[src/rtl/pad_pkg.sv]
package pad_pkg;
  localparam int unsigned BTN_W  = 32;
  localparam int unsigned PAD_W  = 16;
  localparam int unsigned DATA_W = 32;

  // word indices inside the window; software-visible, fixed
  localparam int unsigned WIDX_P1   = 0;
  localparam int unsigned WIDX_P2   = 1;
  localparam int unsigned WIDX_STAT = 2;

  localparam logic [DATA_W-1:0] STATUS_WORD = 32'h0000_0001;

  // source button bit for each pad bit, indexed by pad bit 0..15
  localparam int unsigned SRC_MAP [PAD_W] = '{
    5, 14, 15, 4, 3, 0, 2, 1,
    12, 13, 10, 11, 6, 9, 7, 8
  };
endpackage

[src/rtl/pad_sync.sv]
module pad_sync #(
  parameter int unsigned W      = 32,
  parameter int unsigned STAGES = 2
) (
  input  logic         clk_i,
  input  logic         rst_ni,
  input  logic [W-1:0] d_i,
  output logic [W-1:0] q_o
);
  logic [STAGES-1:0][W-1:0] chain_q;

  generate
    for (genvar s = 0; s < STAGES; s++) begin : g_stage
      if (s == 0) begin : g_first
        always_ff @(posedge clk_i or negedge rst_ni) begin
          if (!rst_ni) chain_q[0] <= '0;
          else         chain_q[0] <= d_i;
        end
      end else begin : g_next
        always_ff @(posedge clk_i or negedge rst_ni) begin
          if (!rst_ni) chain_q[s] <= '0;
          else         chain_q[s] <= chain_q[s-1];
        end
      end
    end
  endgenerate

  assign q_o = chain_q[STAGES-1];
endmodule

[src/rtl/pad_word_map.sv]
module pad_word_map
  import pad_pkg::*;
(
  input  logic [PAD_W-1:0] btn_i,
  output logic [PAD_W-1:0] pad_o
);
  generate
    for (genvar k = 0; k < PAD_W; k++) begin : g_bit
      assign pad_o[k] = ~btn_i[SRC_MAP[k]];
    end
  endgenerate
endmodule

[src/rtl/pad_bus_if.sv]
module pad_bus_if
  import pad_pkg::*;
#(
  parameter logic [31:0] WIN_BASE  = 32'h1F80_8500,
  parameter int unsigned WIN_BYTES = 256
) (
  input  logic              clk_i,
  input  logic              rst_ni,
  input  logic              req_i,
  input  logic              we_i,
  input  logic [31:0]       addr_i,
  input  logic [PAD_W-1:0]  pad1_i,
  input  logic [PAD_W-1:0]  pad2_i,
  input  logic              pad_ok_i,
  output logic              gnt_o,
  output logic              rvalid_o,
  output logic [DATA_W-1:0] rdata_o
);
  localparam int unsigned OFF_W  = $clog2(WIN_BYTES);
  localparam int unsigned WIDX_W = OFF_W - 2;

  logic              hit;
  logic [WIDX_W-1:0] widx;
  logic [DATA_W-1:0] rd_mux;
  logic              unused_lsb;

  assign hit        = (addr_i[31:OFF_W] == WIN_BASE[31:OFF_W]);
  assign widx       = addr_i[OFF_W-1:2];
  assign unused_lsb = ^addr_i[1:0];
  assign gnt_o      = req_i & hit;

  always_comb begin
    rd_mux = '0;
    if (widx == WIDX_W'(WIDX_P1)) begin
      if (pad_ok_i) rd_mux[PAD_W-1:0] = pad1_i;
    end else if (widx == WIDX_W'(WIDX_P2)) begin
      if (pad_ok_i) rd_mux[PAD_W-1:0] = pad2_i;
    end else if (widx == WIDX_W'(WIDX_STAT)) begin
      rd_mux = STATUS_WORD;
    end
  end

  always_ff @(posedge clk_i or negedge rst_ni) begin
    if (!rst_ni) begin
      rvalid_o <= 1'b0;
      rdata_o  <= '0;
    end else begin
      rvalid_o <= gnt_o & ~we_i;
      rdata_o  <= (gnt_o & ~we_i) ? rd_mux : '0;
    end
  end
endmodule

[src/rtl/pad_reg_bank.sv]
module pad_reg_bank
  import pad_pkg::*;
#(
  parameter logic [31:0] WIN_BASE    = 32'h1F80_8500,
  parameter int unsigned WIN_BYTES   = 256,
  parameter int unsigned SYNC_STAGES = 2
) (
  input  logic              clk_i,
  input  logic              rst_ni,
  input  logic [BTN_W-1:0]  p1_btn_i,
  input  logic [BTN_W-1:0]  p2_btn_i,
  input  logic              req_i,
  input  logic              we_i,
  input  logic [31:0]       addr_i,
  input  logic [DATA_W-1:0] wdata_i,
  output logic              gnt_o,
  output logic              rvalid_o,
  output logic [DATA_W-1:0] rdata_o
);
  localparam int unsigned CNT_W = $clog2(SYNC_STAGES + 1);

  logic [1:0][BTN_W-1:0] btn_raw, btn_sync;
  logic [1:0][PAD_W-1:0] pad_word;
  logic [CNT_W-1:0]      fill_cnt;
  logic                  pad_ok;
  logic                  unused_bits;

  assign btn_raw[0] = p1_btn_i;
  assign btn_raw[1] = p2_btn_i;

  generate
    for (genvar p = 0; p < 2; p++) begin : g_player
      pad_sync #(.W(BTN_W), .STAGES(SYNC_STAGES)) u_sync (
        .clk_i (clk_i),
        .rst_ni(rst_ni),
        .d_i   (btn_raw[p]),
        .q_o   (btn_sync[p])
      );
      pad_word_map u_map (
        .btn_i(btn_sync[p][PAD_W-1:0]),
        .pad_o(pad_word[p])
      );
    end
  endgenerate

  // hold pad words at 0 until the synchronizers have refilled after reset
  always_ff @(posedge clk_i or negedge rst_ni) begin
    if (!rst_ni)                                fill_cnt <= '0;
    else if (fill_cnt != CNT_W'(SYNC_STAGES))  fill_cnt <= fill_cnt + 1'b1;
  end
  assign pad_ok = (fill_cnt == CNT_W'(SYNC_STAGES));

  assign unused_bits = ^{btn_sync[0][BTN_W-1:PAD_W], btn_sync[1][BTN_W-1:PAD_W], wdata_i};

  pad_bus_if #(.WIN_BASE(WIN_BASE), .WIN_BYTES(WIN_BYTES)) u_bus (
    .clk_i   (clk_i),
    .rst_ni  (rst_ni),
    .req_i   (req_i),
    .we_i    (we_i),
    .addr_i  (addr_i),
    .pad1_i  (pad_word[0]),
    .pad2_i  (pad_word[1]),
    .pad_ok_i(pad_ok),
    .gnt_o   (gnt_o),
    .rvalid_o(rvalid_o),
    .rdata_o (rdata_o)
  );
endmodule

[config.mk]
export PLATFORM = sky130hd
export DESIGN_NAME = pad_reg_bank
export DESIGN_NICKNAME = d
export VERILOG_FILES = /design/src/rtl/pad_pkg.sv /design/src/rtl/pad_sync.sv /design/src/rtl/pad_word_map.sv /design/src/rtl/pad_bus_if.sv /design/src/rtl/pad_reg_bank.sv
export SDC_FILE = /design/constraint.sdc
export NUM_CORES = 1
export LEC_CHECK = 0
export CAP_MARGIN = 20
export CORE_ASPECT_RATIO = 0.9
export CORE_MARGIN = 3
export CORE_UTILIZATION = 30
export CTS_BUF_LIST = sky130_fd_sc_hd__clkbuf_2 sky130_fd_sc_hd__clkbuf_4 sky130_fd_sc_hd__clkbuf_8
export DETAILED_ROUTE_END_ITERATION = 8
export GPL_ROUTABILITY_DRIVEN = 1
export HOLD_SLACK_MARGIN = 0.15
export PLACE_DENSITY = 0.65
export SLEW_MARGIN = 15
export SYNTH_ARGS = -nofsm -noshare
export SYNTH_HDL_FRONTEND = slang
export SYNTH_SLANG_ARGS = --single-unit
export TNS_END_PERCENT = 1
[constraint.sdc]
create_clock -name clk_i -period 2 [get_ports clk_i]
set_input_delay 0.4 -clock clk_i [delete_from_list [all_inputs] [get_ports clk_i]]
set_output_delay 0.4 -clock clk_i [all_outputs]
set_load 0.05 [all_outputs]
==> flow_summary_export.csv <==
group,metric,value,unit
outcome,status,"finished, final reports clean",
synth,synthArstFlopShare,1.00,
sta,fin_worst_skew,9.36,ps
sta,fmax,0.512,GHz
clock_tree,path_clk_slew,80,ps
global_routing,grt_antenna_before_repair,0,
setup_path,critical_path_class,"in2out",
clock_tree,cts_inserted_buffers,9,
placed_design,gp_congestion,0.670,
sta,setup_tns,0,ps
pwr,power.switching,0.000714,W
synth,post-synth-top-area-cell,"dfrtp_1",
placed_design,placed_area,3910,um^2
cells_and_area,final-seq-area,2080,um^2
min_path,worst_hold_path_type,"reg2reg",
global_routing,grt_max_degree,39,
synth,netlist_area,2900,um^2
sta,slew_violations,0,
setup_path,required,1600,ps
clock_tree,clock_path_buffers,2,
drt,drtIter0Drc,32,
clock_tree,clk_latency,340,ps
cells_and_area,drive_above_1_share,0.199,
clock_tree,htreeDepth,3,
synth,yosysTopAreaCellShare,0.717,
setup_path,cpPeakStageDelay,440,ps
clock_tree,cts_root_buffer,"clkbuf_8",
run,cap_violations,0,
synth,seq_area_frac_synth,0.717,
drt,num_vias,1688,
clock_tree,cts_tree,"done",
pwr,p_leak,1.74,nW
placed_design,dp_hpwl,3.99,mm
cells_and_area,fin_util,0.455,
synth,synth_edf_count,0,
synth,synth_top_family_by_area,"simple AND/OR/NAND/NOR gates",
sta,hold_viol,0,
global_routing,grt_pass1_vias,1834,
cells_and_area,nets,415,
setup_path,critPathArrivalTime,1550,ps
setup_path,slowest_stage,"clkdlybuf4s50_1",
synth,ys_warn_count,0,
drt,drtPass1Iterations,4,
floorplanning,dieArea,10900,um^2
sta,min_period_over_period,0.976,
synth,synth_area_leaders,"dfrtp_1 72%, nand3b_1 8.0%, buf_4 4.4%",
global_routing,grt_use_total,0.108,
synth,ys_types,29,
floorplanning,die_h,99.2,um
placed_design,place_worst_setup_slack,-50.3,ps
cells_and_area,antenna_cells,0,
floorplanning,start_util,0.313,
pwr,combPwrFrac,0.087,
sta,max-slew-margin-rel,0.645,
pwr,clkPwrFrac,0.394,
cells_and_area,final_area,4210,um^2
setup_path,reg2reg_slack,460,ps
synth,synth.area.mux_share,0,
drt,drtAntennaViolNets,0,
setup_path,cp_top_family,"buffers and inverters",
setup_path,end_kind,"output port",
synth,ys_ff_latch,83,
drt,wire_per_inst,14.0,um
sta,setup_slack,47.4,ps
synth,synth_flop_cell,"dfrtp_1",
synth,avgSynthCellArea,16.2,um^2
sta,setup_viol,0,
drt,wl,5.72,mm
synth,synth_simple_gate_area_frac,0.147,
sta,period_minus_slack,1950,ps
floorplanning,num_io_pins,166,
floorplanning,rows,33,
pwr,p_seq_frac,0.519,
sta,rsz0062_at_grt,"false",
pwr,pwr_density_cell,803,nW/um^2
setup_path,crit_chain,"clkdlybuf4s50_1, nor4b_4, nand4_4, nor2_4, buf_12",
synth,yosys.area_share.xor_xnor,0.00302,
drt,viasPerCell,4.13,
cells_and_area,fillers,851,
floorplanning,die_w,110,um
synth,synthAdderAreaFrac,0.00432,
setup_path,cp.buffers_inverters,2,
setup_path,cp-start-kind,"primary input",
cells_and_area,area_growth,45.4,%
cells_and_area,multi_input_area,732,um^2
clock_tree,clock-sinks,83,
pwr,switching_share,0.211,
global_routing,grt_remaining_overflow,0,
placed_design,io_buffer_count,83,
pwr,ir_drop,0.327,mV
sta,tightest_slew,530,ps
setup_path,path_max_fanout,2,
sta,whs,349,ps
synth,synth_compound_area_frac,0.0657,
pwr,p_int,0.00267,W
global_routing,grt_pass1_wl,8.78,mm
synth,synthCells,179,
floorplanning,core_area,9250,um^2
drt,drc,0,
==> power groups by stage <==
stage | Clock, W | Sequential (W) | Combinational (W)
final | 0.00133 | 0.00175 | 0.000294
after global routing | 0.00145 | 0.00176 | 0.000315
after CTS | 0.00138 | 0.00176 | 0.000296
after detailed placement | 0 | 0.00179 | 0.000292
after global placement | 0 | 0.00179 | 0.000288
after floorplan | 0 | 0.00178 | 0.000128
==> layout by cell type, fill, tap and decap left out, types with 2 or more instances in the layout <==
cell and n:
a211oi_1 5, a211oi_2 10, buf_12 4, buf_4 15, bufinv_16 2, clkbuf_8 11
clkdlybuf4s50_1 74, conb_1 16, dfrtp_1 83, dlygate4sd2_1 4, dlymetal6s2s_1 3, nand3b_1 31
nor2_1 2, nor2b_1 3, nor4b_4 3
==> cells by family (layout without fill, tap and decap cells) <==
family,Yosys count,after routing
fa+ha+maj,1,1
compound gates,18,18
simple gates,50,50
xor+xnor,1,1
flops,83,83
buf+inv,25,118
other cells,1,16
==> sequential cells by signal, indices dropped and copies added (netlist names) <==
signal                   count
fill_cnt                     2
g_player.u_sync.chain_q     32
g_player.u_sync.q_o         32
u_bus.rdata_o               16
u_bus.rvalid_o               1
==> routing by layer <==
layer | global-route usage | wire length, um
met4 | 0.0547 | 122
met2 | 0.200 | 3190
met1 | 0.113 | 2090
met5 | 0 | 0
met3 | 0.0253 | 317
==> path summary, 6_finish.rpt <==
kind                                               start                             end  cells past startpoint
min                        g_player[0].u_sync.chain_q[7]       g_player[0].u_sync.q_o[7]                      0
max in group asynchronous                         rst_ni       g_player[1].u_sync.q_o[3]                      3
max                                           addr_i[19]                           gnt_o                      5
min in group asynchronous                         rst_ni  g_player[1].u_sync.chain_q[10]                      2
min reg2reg                g_player[0].u_sync.chain_q[7]       g_player[0].u_sync.q_o[7]                      0
max reg2reg                                  fill_cnt[0]                u_bus.rdata_o[4]                      6
==> through the flow <==
step / instances / total power (W)
after floorplan: 194 / 0.00191
after global placement: 388 / 0.00208
after detailed placement: 388 / 0.00208
after CTS: 407 / 0.00343
after global routing: 409 / 0.00353
final: 409 / 0.00338
==> cells in the mapped netlist, types with 2 or more instances <==
cell       n
a211oi_1   5
a211oi_2  10
buf_2      4
buf_4     17
buf_6      2
dfrtp_1   83
nand3b_1  31
nor2_1     3
nor2b_1    3
nor4b_2    2
==> area by class of cell <==
| class | count | area share |
|---|---|---|
| Sequential cell | 83 | 0.493 |
| Timing Repair Buffer | 101 | 0.241 |
| Multi-Input combinational cell | 86 | 0.174 |
| Clock buffer | 12 | 0.0377 |
| Tap cell | 122 | 0.0362 |
| Clock inverter | 4 | 0.0172 |
| Inverter | 1 | 0.000891 |
==> repair_timing <==
item	CTS	global route
gates resized for setup	8	4
endpoints found under the hold margin	25	0
setup buffers	2	2
endpoints found under the setup margin	1	1
pin swaps	4	5
hold buffers	1	0
Note: power is estimated with default switching activity, not from simulation.
